$ cat src/rtl/br_pkg.sv
package br_pkg;
  localparam logic [2:0] CLS_WIDE   = 3'd5;
  localparam logic [2:0] CLS_NARROW = 3'd6;

  localparam logic [3:0] CD_ALWAYS = 4'h0;
  localparam logic [3:0] CD_EQ     = 4'h1;
  localparam logic [3:0] CD_UGT    = 4'h2;
  localparam logic [3:0] CD_UGE    = 4'h3;
  localparam logic [3:0] CD_ANDNZ  = 4'h4;
  localparam logic [3:0] CD_NE     = 4'h5;
  localparam logic [3:0] CD_SGT    = 4'h6;
  localparam logic [3:0] CD_SGE    = 4'h7;
  localparam logic [3:0] CD_CALL   = 4'h8;
  localparam logic [3:0] CD_EXIT   = 4'h9;
  localparam logic [3:0] CD_ULT    = 4'ha;
  localparam logic [3:0] CD_ULE    = 4'hb;
  localparam logic [3:0] CD_SLT    = 4'hc;
  localparam logic [3:0] CD_SLE    = 4'hd;

  typedef struct packed {
    logic       wide;
    logic       use_reg;
    logic [3:0] code;
    logic       cond;
    logic       always_j;
    logic       call;
    logic       exit_req;
    logic       bad;
  } br_dec_t;
endpackage

$ cat src/rtl/br_decode.sv
module br_decode
  import br_pkg::*;
(
  input  logic [7:0] opcode_i,
  output br_dec_t    dec_o
);
  logic [2:0] cls;
  assign cls = opcode_i[2:0];

  always_comb begin
    dec_o         = '0;
    dec_o.code    = opcode_i[7:4];
    dec_o.use_reg = opcode_i[3];
    dec_o.wide    = (cls == CLS_WIDE);
    if (cls != CLS_WIDE && cls != CLS_NARROW) begin
      dec_o.bad = 1'b1;
    end else begin
      unique case (opcode_i[7:4])
        CD_ALWAYS: begin
          dec_o.always_j = dec_o.wide;
          dec_o.bad      = !dec_o.wide;
        end
        CD_EXIT: begin
          dec_o.exit_req = dec_o.wide;
          dec_o.bad      = !dec_o.wide;
        end
        CD_CALL:      dec_o.call = 1'b1;
        4'he, 4'hf:   dec_o.bad  = 1'b1;
        default:      dec_o.cond = 1'b1;
      endcase
    end
  end
endmodule

$ cat src/rtl/br_cond.sv
module br_cond
  import br_pkg::*;
#(
  parameter int XLEN = 64
) (
  input  logic            wide_i,
  input  logic [3:0]      code_i,
  input  logic [XLEN-1:0] a_i,
  input  logic [XLEN-1:0] b_i,
  output logic            hit_o
);
  localparam int HALF = XLEN / 2;

  // lane 0: low half, lane 1: full width
  logic [1:0] eq_l, ltu_l, lts_l, anyb_l;

  for (genvar g = 0; g < 2; g++) begin : g_lane
    localparam int LW = (g == 1) ? XLEN : HALF;
    logic [LW-1:0] x, y;
    assign x         = a_i[LW-1:0];
    assign y         = b_i[LW-1:0];
    assign eq_l[g]   = (x == y);
    assign ltu_l[g]  = (x < y);
    assign lts_l[g]  = ($signed(x) < $signed(y));
    assign anyb_l[g] = |(x & y);
  end

  logic eq, ltu, lts, anyb;
  assign eq   = wide_i ? eq_l[1]   : eq_l[0];
  assign ltu  = wide_i ? ltu_l[1]  : ltu_l[0];
  assign lts  = wide_i ? lts_l[1]  : lts_l[0];
  assign anyb = wide_i ? anyb_l[1] : anyb_l[0];

  always_comb begin
    unique case (code_i)
      CD_EQ:    hit_o = eq;
      CD_NE:    hit_o = !eq;
      CD_ANDNZ: hit_o = anyb;
      CD_UGT:   hit_o = !(ltu || eq);
      CD_UGE:   hit_o = !ltu;
      CD_ULT:   hit_o = ltu;
      CD_ULE:   hit_o = ltu || eq;
      CD_SGT:   hit_o = !(lts || eq);
      CD_SGE:   hit_o = !lts;
      CD_SLT:   hit_o = lts;
      CD_SLE:   hit_o = lts || eq;
      default:  hit_o = 1'b0;
    endcase
  end
endmodule

$ cat src/rtl/br_target.sv
module br_target #(
  parameter int PC_W    = 32,
  parameter int OFF_W   = 16,
  parameter int SLOT_LG = 3
) (
  input  logic [PC_W-1:0]  pc_i,
  input  logic [OFF_W-1:0] off_i,
  input  logic             taken_i,
  output logic [PC_W-1:0]  next_pc_o
);
  localparam logic [PC_W-1:0] SLOT = PC_W'(1) << SLOT_LG;

  logic [PC_W-1:0] seq_pc, off_ext, jmp_pc;
  assign seq_pc    = pc_i + SLOT;
  assign off_ext   = {{(PC_W-OFF_W){off_i[OFF_W-1]}}, off_i};
  assign jmp_pc    = seq_pc + (off_ext << SLOT_LG);
  assign next_pc_o = taken_i ? jmp_pc : seq_pc;
endmodule

$ cat src/rtl/branch_resolve.sv
module branch_resolve
  import br_pkg::*;
#(
  parameter int XLEN    = 64,
  parameter int PC_W    = 32,
  parameter int SLOT_LG = 3
) (
  input  logic            clk_i,
  input  logic            rst_ni,
  input  logic            valid_i,
  input  logic [7:0]      opcode_i,
  input  logic [XLEN-1:0] dst_val_i,
  input  logic [XLEN-1:0] src_val_i,
  input  logic [31:0]     imm_i,
  input  logic [15:0]     offset_i,
  input  logic [PC_W-1:0] pc_i,
  output logic            valid_o,
  output logic            taken_o,
  output logic [PC_W-1:0] next_pc_o,
  output logic            call_o,
  output logic            exit_o,
  output logic            illegal_o
);
  localparam int IMM_W = 32;
  localparam int OFF_W = 16;
  localparam logic [PC_W-1:0] SLOT = PC_W'(1) << SLOT_LG;

  br_dec_t         dec;
  logic [XLEN-1:0] imm_ext, opnd_b;
  logic            hit, taken;
  logic [PC_W-1:0] npc;

  br_decode u_dec (.opcode_i(opcode_i), .dec_o(dec));

  assign imm_ext = {{(XLEN-IMM_W){imm_i[IMM_W-1]}}, imm_i};
  assign opnd_b  = dec.use_reg ? src_val_i : imm_ext;

  br_cond #(.XLEN(XLEN)) u_cond (
    .wide_i(dec.wide),
    .code_i(dec.code),
    .a_i   (dst_val_i),
    .b_i   (opnd_b),
    .hit_o (hit)
  );

  assign taken = dec.always_j || (dec.cond && hit);

  br_target #(.PC_W(PC_W), .OFF_W(OFF_W), .SLOT_LG(SLOT_LG)) u_tgt (
    .pc_i     (pc_i),
    .off_i    (offset_i),
    .taken_i  (taken),
    .next_pc_o(npc)
  );

  always_ff @(posedge clk_i or negedge rst_ni) begin
    if (!rst_ni) begin
      valid_o   <= 1'b0;
      taken_o   <= 1'b0;
      call_o    <= 1'b0;
      exit_o    <= 1'b0;
      illegal_o <= 1'b0;
      next_pc_o <= '0;
    end else begin
      valid_o   <= valid_i;
      taken_o   <= valid_i && taken;
      call_o    <= valid_i && dec.call;
      exit_o    <= valid_i && dec.exit_req;
      illegal_o <= valid_i && dec.bad;
      if (valid_i) next_pc_o <= npc;
    end
  end

  p_quiet_idle_r2: assert property (@(posedge clk_i) disable iff (!rst_ni)
    !valid_o |-> !(taken_o || call_o || exit_o || illegal_o));

  p_latency_r2: assert property (@(posedge clk_i) disable iff (!rst_ni)
    valid_i |=> valid_o);

  p_one_flag_r13: assert property (@(posedge clk_i) disable iff (!rst_ni)
    $onehot0({taken_o, call_o, exit_o, illegal_o}));

  p_seq_pc_r9: assert property (@(posedge clk_i) disable iff (!rst_ni)
    (valid_i && opcode_i[7:4] == CD_CALL && opcode_i[2:0] == CLS_WIDE)
      |=> (next_pc_o == $past(pc_i) + SLOT));

  p_narrow_ja_r12: assert property (@(posedge clk_i) disable iff (!rst_ni)
    (valid_i && opcode_i[2:0] == CLS_NARROW && opcode_i[7:4] == CD_ALWAYS)
      |=> (illegal_o && !taken_o));

  p_call_r10: assert property (@(posedge clk_i) disable iff (!rst_ni)
    (valid_i && opcode_i[7:4] == CD_CALL && opcode_i[2:0] == CLS_NARROW) |=> call_o);
endmodule

$ cat config.mk
export PLATFORM = sky130hd
export DESIGN_NAME = branch_resolve
export DESIGN_NICKNAME = d
export VERILOG_FILES = /design/src/rtl/br_pkg.sv /design/src/rtl/br_decode.sv /design/src/rtl/br_cond.sv /design/src/rtl/br_target.sv /design/src/rtl/branch_resolve.sv
export SDC_FILE = /design/constraint.sdc
export NUM_CORES = 1
export LEC_CHECK = 0
export BUFFER_PORTS_ARGS = -buffer_cell sky130_fd_sc_hd__buf_2
export CORE_MARGIN = 1
export CORE_UTILIZATION = 56
export CTS_CLUSTER_DIAMETER = 50
export DETAILED_ROUTE_END_ITERATION = 10
export GPL_TIMING_DRIVEN = 0
export HOLD_SLACK_MARGIN = 0.12
export PLACE_DENSITY_LB_ADDON = 0.15
export SLEW_MARGIN = 15
export SYNTH_ARGS = -nofsm -noshare
export SYNTH_HDL_FRONTEND = slang
export SYNTH_SLANG_ARGS = --single-unit
$ cat constraint.sdc
create_clock -name clk_i -period 2.02 [get_ports clk_i]
set_clock_uncertainty 0.05 [all_clocks]
set_input_delay 0.303 -clock clk_i [delete_from_list [all_inputs] [get_ports clk_i]]
set_output_delay 0.303 -clock clk_i [all_outputs]
set_load 0.02 [all_outputs]
==> metrics.cfg, run 1 <==
[worst_setup_path]
cp-end-kind=flop
timing.critical_path.slowest_cell_delay_ps=490
cp-startpoint=imm_i[31]
r2r-start=next_pc_o[30]
cp_slowest_cell=nor4_1
r2r_cells=2
critPathMaxFanout=7
worstPathCellList=buf_6 > nor2b_4 > buf_8 > buf_6 > clkbuf_16 > a21oi_2 > inv_1 > ha_1 > nor4_1 > nand4_1 > nor3_1 > o21a_1 > nor2_1 > mux2i_1 > o21a_1 > buf_4 > nand3b_1 > buf_6 > clkbuf_16 > nand4_1 > o211ai_1
cp-start-kind=primary input
worst_path_most_repeated_cell=buf_6
cp.arrival_ps=3910
crit_type=primary input to flop
required_ps=2110

[floorplan]
io_pins=256
dieWidth_um=113
core_area_um2=12000
rows=40
start_util=0.575
die-area_um2=12800
die_h_um=113

[min_path]
hold_depth=1
holdCritStartpoint=valid_i
hp-class=primary input to flop

[cts]
cts_tree=built
cts-root-buf=clkbuf_16
cts.sinks=37
clkTransAtPathRegs_ps=60
clock_latency_ps=280
numCtsBuffers=5
clockBufferDepth=2
cts_htree_levels=2

[power]
power_density_nw_per_um2=432
leakage_nw=5.27
vdd_drop_max_mv=0.332
fin_total_pwr_mw=4.58

[synth]
synthMuxAreaShare=0.0529
synth_cells=873
ys_async_sr_fraction=1.00
synth-adder-area-share=0.287
ys_ff_latch=37
synth_top_family_by_area=adder cells
synth_compound_gate_area_share=0.212
synth-simple-area-share=0.184
syn_area_um2=6910
avgSynthCellArea_um2=7.91
synthXorXnorAreaFrac=0.0672
ys.warnings.count=0
synth_edf_count=0
ys_types=65
ys.flop_type=dfrtp_1
ys_seq_area_frac=0.134
syn_nets=1250

[drt]
wl_met3_mm=3.06
firstDrtPassIters=7
met1Wirelength_mm=10.3
wl_per_cell_um=21.6
postRouteAntennaNets=0
wl_met2_mm=13.9
highest_layer=met4
drtIter0Drc=856
vias_per_cell=6.54
vias=8844
totalWireLength_mm=29.2
drcViolationCount=0

[timing]
fmax_mhz=261
rsz0062_at_grt=yes
setup_viol=30
drv_slew=0
layout_min_cycle_time_ps=3830
tightest_slew_ps=868
slew_headroom=0.421
finalHoldViolations=0
finalCritPeriodShare=1.89
fin_ws_ps=-1810

[final_layout]
utilization=0.882
syn2layout_area_growth_pct=53.4
layout-drive-gt1-share=0.438
num-nets-final=1580

[place]
hpwl_mm=16.6
io_buffers=253
gp_congestion=0.909
place_ws_ps=-2060

[global_route]
grt_antenna_before_repair=1
overflow=0
grt_usage=0.366
grt_pass1_wl_mm=37.6
grt_max_degree=38
grt_pass1_vias=7931

[status]
status=finished with violations
violations=setup timing

[job]
drv_cap=0

## report_power, final
group          leakage, nW  switching, mW  internal (mW)
combinational         4.76           1.55           1.20
sequential           0.431         0.0565          0.825
clock               0.0841          0.331          0.618
total                 5.27           1.94           2.64
## flip-flops by register name (all words and copies together) (netlist names)
signal / flops
exit_o: 1
illegal_o: 1
taken_o: 1
valid_o: 1
call_o: 1
next_pc_o: 32
## worst paths after layout
kind,to,slack [ps]
worst max-delay path,next_pc_o[28],-1810
worst min-delay path,valid_o,170
worst max register to register,next_pc_o[30],980
worst min register to register,next_pc_o[1],460
max in group asynchronous,next_pc_o[18],740
min in group asynchronous,next_pc_o[19],630
## cell usage in the layout (no fill, tap or decap), types with 23 or more instances in the layout
cell type / synthesis / layout
a21oi_1: 82 / 54
a31oi_1: 25 / 23
buf_2: 2 / 247
buf_4: 0 / 52
dfrtp_1: 37 / 37
ha_1: 157 / 140
inv_1: 78 / 78
mux2i_1: 32 / 24
nand2_1: 40 / 36
nand3_1: 53 / 29
nand4_1: 23 / 23
nor2_1: 46 / 41
xnor2_1: 34 / 25
## layout make-up
| cell class | instances | area, um^2 |
|---|---|---|
| multi-input combinational | 723 | 6650 |
| timing repair buffer | 325 | 1970 |
| fill | 606 | 1420 |
| sequential | 37 | 926 |
| buffer | 33 | 397 |
| inverter | 78 | 293 |
| tap | 147 | 184 |
| clock buffer | 7 | 143 |
| clock inverter | 1 | 30.0 |
| antenna | 1 | 2.50 |
## cells by family after synthesis
logic type	count (synthesis)
AND/OR/NAND/NOR	243
XOR/XNOR	53
flip-flops	37
buffers and inverters	113
multiplexers	36
adder cells (fa/ha/maj)	158
AO/OA/AOI/OAI	233
## repair_timing
item	in CTS	in global routing
endpoints found under the setup margin	30	30
endpoints found under the hold margin	37	0
pin swaps	89	73
hold buffers	1	0
cloned	6	2
buffers inserted	45	19
gates resized for setup	145	88
## synthesized netlist by cell type, types with 4 or more instances
cell type / instances / area, um^2
nand3_1: 53 / 265
nand2_1: 40 / 150
nor2_1: 46 / 173
a31oi_1: 25 / 156
nor2b_1: 5 / 31.3
and2_1: 4 / 25.0
a21o_1: 22 / 165
inv_1: 78 / 293
ha_1: 157 / 1960
o21bai_1: 5 / 37.5
dfrtp_1: 37 / 926
a211oi_1: 7 / 52.6
o21ai_1: 4 / 20.0
o31ai_1: 4 / 30.0
and3_1: 14 / 87.6
a21oi_1: 82 / 410
clkbuf_1: 29 / 109
nand4_1: 23 / 144
xor2_1: 19 / 166
mux2i_1: 32 / 320
o211ai_1: 7 / 52.6
o21ai_0: 46 / 230
mux2_2: 4 / 45.0
xnor2_1: 34 / 298
nor4_1: 20 / 125
nor3_1: 13 / 65.1
## through the flow
stage	setup TNS (ps)	instance area [um^2]	instances	hold WS (ps)
finish	-52260	10600	1352	167
global route	-56300	10600	1352	181
CTS	-38210	9990	1331	163
detailed placement	-55090	8700	1273	402
global placement	-53930	8700	1273	403
floorplan	-34120	7250	873	-42.6
## critical path, delay by kind of cell
| family | cells | cell delay (ps) |
|---|---|---|
| simple gates | 7 | 1520 |
| buf+inv | 8 | 1080 |
| compound gates | 4 | 640 |
| mux | 1 | 190 |
| fa+ha+maj | 1 | 180 |
## routing by layer
metal  vias to the layer above  global-route usage
met4                         0               0.131
met2                       679               0.656
met3                       214              0.0696
met5                         -                   0
met1                      4104               0.436
li1                       3847                   -
Power figures use the tool's default switching activity.
==> inputs of run 2 (changes only) <==
--- a/config.mk
+++ b/config.mk
@@ -5,9 +5,10 @@
 export SDC_FILE = /design/constraint.sdc
 export NUM_CORES = 1
 export LEC_CHECK = 0
+export ABC_AREA = 1
 export BUFFER_PORTS_ARGS = -buffer_cell sky130_fd_sc_hd__buf_2
 export CORE_MARGIN = 1
-export CORE_UTILIZATION = 56
+export CORE_UTILIZATION = 57
 export CTS_CLUSTER_DIAMETER = 50
 export DETAILED_ROUTE_END_ITERATION = 10
 export GPL_TIMING_DRIVEN = 0
==> run 2 against run 1 <==
Net effect: the run now fails in global routing; synthesized cell count is 31% higher; area after synthesis grew 6.2%.
==> metrics.cfg, run 2 <==
[status]
lastStage=global routing
status=stopped before the end  ; was finished with violations
error=[ERROR GRT-0232] Routing congestion too high. Check the congestion heatmap in the GUI.

[cts]
cts.sinks=37  ; unchanged
cts_htree_levels=2  ; unchanged
clockBufferDepth=2  ; unchanged
numCtsBuffers=5  ; unchanged
cts-root-buf=clkbuf_16  ; unchanged

[synth]
avgSynthCellArea_um2=6.41  ; was 7.91 um^2
ys.flop_type=dfrtp_1  ; unchanged
synthTopCellsByArea=ha_1, nand2_1, dfrtp_1  ; was ha_1, dfrtp_1, a21oi_1
syn_area_um2=7340  ; was 6910 um^2
yosys.area.top_type=ha_1  ; unchanged
synth_cells=1145  ; was 873
syn_nets=1522  ; was 1250
ys_types=35  ; was 65
yosysMostFrequentCell=nand2_1  ; was ha_1
ys_ff_latch=37  ; unchanged
synth_top_area_share=0.268  ; was 0.284
ys_seq_area_frac=0.126  ; was 0.134
ys_async_sr_fraction=1.00  ; unchanged
netlist_top_cells_count=nand2_1, inv_1, ha_1  ; was ha_1, a21oi_1, inv_1
synth_edf_count=0  ; unchanged
ys.warnings.count=0  ; unchanged

[floorplan]
io_pins=256  ; unchanged
rows=41  ; was 40
start_util=0.584  ; was 0.575
dieWidth_um=115  ; was 113 um
die_h_um=115  ; was 113 um

[place]
io_buffers=254  ; was 253
gp_congestion=0.939  ; was 0.909
hpwl_mm=17.6  ; was 16.6 mm
place_inst=1571  ; was 1273

[timing]
postGrtWorstEndpoint=next_pc_o[30]$_DFFE_PN0P_/D
worstEpCategory=sequential cell input

[global_route]
grt_max_degree=38
overflow=12
grt_usage=0.777

-- run 2: stage by stage --
stage	cell area [um^2]	worst slack, ps
floorplan	7720	-1040
global placement	9200	-1830
detailed placement	9200	-1880
CTS	10500	-1190
-- run 2: layer usage --
layer,GRT overflow,track usage
met2,5,0.945
met5,0,0.374
met3,0,0.623
met4,7,0.795
met1,0,0.765
-- run 2: logic make-up after synthesis --
family,count (synthesis),share of synthesized area
flops,37,0.126
buf+inv,200,0.105
compound gates,165,0.121
xor+xnor,49,0.0585
simple gates,536,0.319
fa+ha+maj,158,0.270
-- run 2: what timing repair did --
item | in CTS
endpoints found under the hold margin | 38
pin swaps | 83
buffers inserted | 35
gates cloned | 6
hold buffers | 2
gates resized for setup | 167
endpoints found under the setup margin | 30
==> inputs of run 3 (changes only) <==
--- a/config.mk
+++ b/config.mk
@@ -8,11 +8,9 @@
 export ABC_AREA = 1
 export BUFFER_PORTS_ARGS = -buffer_cell sky130_fd_sc_hd__buf_2
 export CORE_MARGIN = 1
-export CORE_UTILIZATION = 57
-export CTS_CLUSTER_DIAMETER = 50
+export CORE_UTILIZATION = 40
 export DETAILED_ROUTE_END_ITERATION = 10
 export GPL_TIMING_DRIVEN = 0
-export HOLD_SLACK_MARGIN = 0.12
 export PLACE_DENSITY_LB_ADDON = 0.15
 export SLEW_MARGIN = 15
 export SYNTH_ARGS = -nofsm -noshare
==> run 3 against run 2 <==
Net effect: the flow now finishes, with violations (setup timing); area after synthesis did not move; synthesized cell count unchanged.
==> metrics.cfg, run 3 <==
[final_layout]
layoutNonFillerInstCount=1700
num-nets-final=1844
layout-drive-gt1-share=0.431
layout_commonest_cell=buf_2
syn2layout_area_growth_pct=55.9
final_area_um2=11400
mostFrequentLayoutCells=buf_2, nand2_1, inv_1, ha_1, nor2_1
regMostFlops=next_pc_o
largest_reg_flops=32
fillCellCount=1588

[synth]
synth_edf_count=0  ; unchanged
ys.flop_type=dfrtp_1  ; unchanged
ys.warnings.count=0  ; unchanged
synth_top_area_share=0.268  ; unchanged
syn_area_um2=7340  ; unchanged
netlist_top_cells_count=nand2_1, inv_1, ha_1  ; unchanged
ys_seq_area_frac=0.126  ; unchanged
yosys.area.top_type=ha_1  ; unchanged
syn_nets=1522  ; unchanged
ys_types=35  ; unchanged
ys_async_sr_fraction=1.00  ; unchanged
ys_ff_latch=37  ; unchanged
synth_cells=1145  ; unchanged
yosysMostFrequentCell=nand2_1  ; unchanged
synthTopCellsByArea=ha_1, nand2_1, dfrtp_1  ; unchanged
avgSynthCellArea_um2=6.41  ; unchanged

[cts]
ctsHoldBuffers=0  ; was 2
clkTransAtPathRegs_ps=60
clockBufferDepth=2  ; unchanged
cts-root-buf=clkbuf_16  ; unchanged
clock_latency_ps=280
cts_htree_levels=2  ; unchanged
cts_tree=built
numCtsBuffers=5  ; unchanged
cts.sinks=37  ; unchanged

[place]
placed_cell_area_um2=9270  ; was 9200 um^2
io_buffers=254  ; unchanged
place_inst=1628  ; was 1571
gp_congestion=0.880  ; was 0.939
hpwl_mm=18.8  ; was 17.6 mm

[global_route]
grt_max_degree=38
grt_antenna_before_repair=3
grt_pass1_vias=7951
grt_usage=0.246
grt_pass1_wl_mm=36.9
overflow=0

[worst_setup_path]
worst_path_most_repeated_cell=nand2_4
timing.critical_path.slowest_cell_delay_ps=300
crit_type=primary input to flop
cp-start-kind=primary input
cp.arrival_ps=3450
critPathMaxFanout=5
cp_slowest_cell=ha_4
required_ps=2140
cp-end-kind=flop

[floorplan]
io_pins=256  ; unchanged
start_util=0.409  ; was 0.584
dieWidth_um=137  ; was 115 um
rows=49  ; was 41
die-area_um2=18900
core_area_um2=18000
die_h_um=137  ; was 115 um

[timing]
fin_ws_ps=-1300
tightest_slew_ps=892
layout_min_cycle_time_ps=3320
slew_headroom=0.406
finalHoldViolations=0
fmax_mhz=301
drv_slew=0
rsz0062_at_grt=yes
setup_viol=30
finalCritPeriodShare=1.65

[job]
drv_cap=0

[power]
fin_total_pwr_mw=4.35
leakage_nw=6.14
vdd_drop_max_mv=0.386
power_density_nw_per_um2=380

[drt]
totalWireLength_mm=25.6
firstDrtPassIters=5
postRouteAntennaNets=0
drtIter0Drc=489
wl_per_cell_um=15.0
drcViolationCount=0
vias=8572
vias_per_cell=5.04

[status]
violations=setup timing
status=finished with violations  ; was stopped before the end

[min_path]
hp-class=primary input to flop

-- run 3: cell counts after synthesis --
No cell type changed its count.
-- run 3: through the flow --
| step | setup TNS (ps) | setup WS (ps) | util | hold WS (ps) |
|---|---|---|---|---|
| 6_report | -32920 | -1300 | 0.637 | 77.2 |
| 5_1_grt | -39910 | -1480 | 0.637 | 83.1 |
| 4_1_cts | -32810 | -1400 | 0.576 | 77.9 |
| 3_5_place_dp | -46640 | -2000 | 0.516 | 375 |
| 3_3_place_gp | -45910 | -2020 | 0.516 | 374 |
| 2_1_floorplan | -26290 | -1040 | - | -42.6 |
-- run 3: layout make-up --
class / count / area (um^2) / area share
Multi-Input combinational cell: 908 / 7160 / 0.626
Timing Repair Buffer: 315 / 1950 / 0.171
Sequential cell: 37 / 926 / 0.0809
Inverter: 171 / 671 / 0.0586
Buffer: 29 / 289 / 0.0253
Tap cell: 229 / 287 / 0.0250
Clock buffer: 6 / 139 / 0.0121
Antenna cell: 4 / 10.0 / 0.000875
Clock inverter: 1 / 7.51 / 0.000656
-- run 3: routing by layer --
metal / up-vias / part of all wire / GRT usage
met5: - / 0 / 0
met2: 264 / 0.48 / 0.419
met1: 3933 / 0.44 / 0.324
met4: 0 / 0.019 / 0.0513
met3: 36 / 0.066 / 0.0386
li1: 4339 / - / -
-- run 3: where the power goes --
group / total, mW / internal [mW] / switching [mW]
clock network: 0.810 / 0.485 / 0.325
logic: 2.67 / 1.16 / 1.50
registers: 0.875 / 0.829 / 0.0462
total: 4.35 / 2.48 / 1.87
-- run 3: path summary, 6_finish.rpt --
kind / end / start / slack [ps] / cells after the start
max: next_pc_o[31] / pc_i[4] / -1300 / 27
min: valid_o / valid_i / 80 / 1
max reg2reg: next_pc_o[9] / next_pc_o[9] / 1290 / 2
min reg2reg: next_pc_o[2] / next_pc_o[2] / 410 / 2
max in group asynchronous: next_pc_o[16] / rst_ni / 1270 / 1
min in group asynchronous: next_pc_o[4] / rst_ni / 90 / 1
-- run 3: cell families (layout without fill, tap and decap cells) --
kind of cell / count (synthesis) / in the layout / synth area share
AOI/OAI and AO/OA: 165 / 165 / 0.121
buffers and inverters: 200 / 522 / 0.105
other: 0 / 4 / 0
xor gates and xnor gates: 49 / 49 / 0.0585
and+or+nand+nor: 536 / 536 / 0.319
adders and majority gates: 158 / 158 / 0.270
DFF: 37 / 37 / 0.126
-- run 3: critical path, delay by kind of cell --
family                   cells  cell delay [ps]
adder cells (fa/ha/maj)      2              440
AND/OR/NAND/NOR             17             1810
buffers and inverters        5              420
XOR/XNOR                     2              380
AO/OA/AOI/OAI                1               70
-- run 3: timing repair --
item	CTS	global route
cloned	6	5
resized for setup	134	186
buffers inserted	33	19
setup endpoints to repair	30	30
pin swaps	99	99
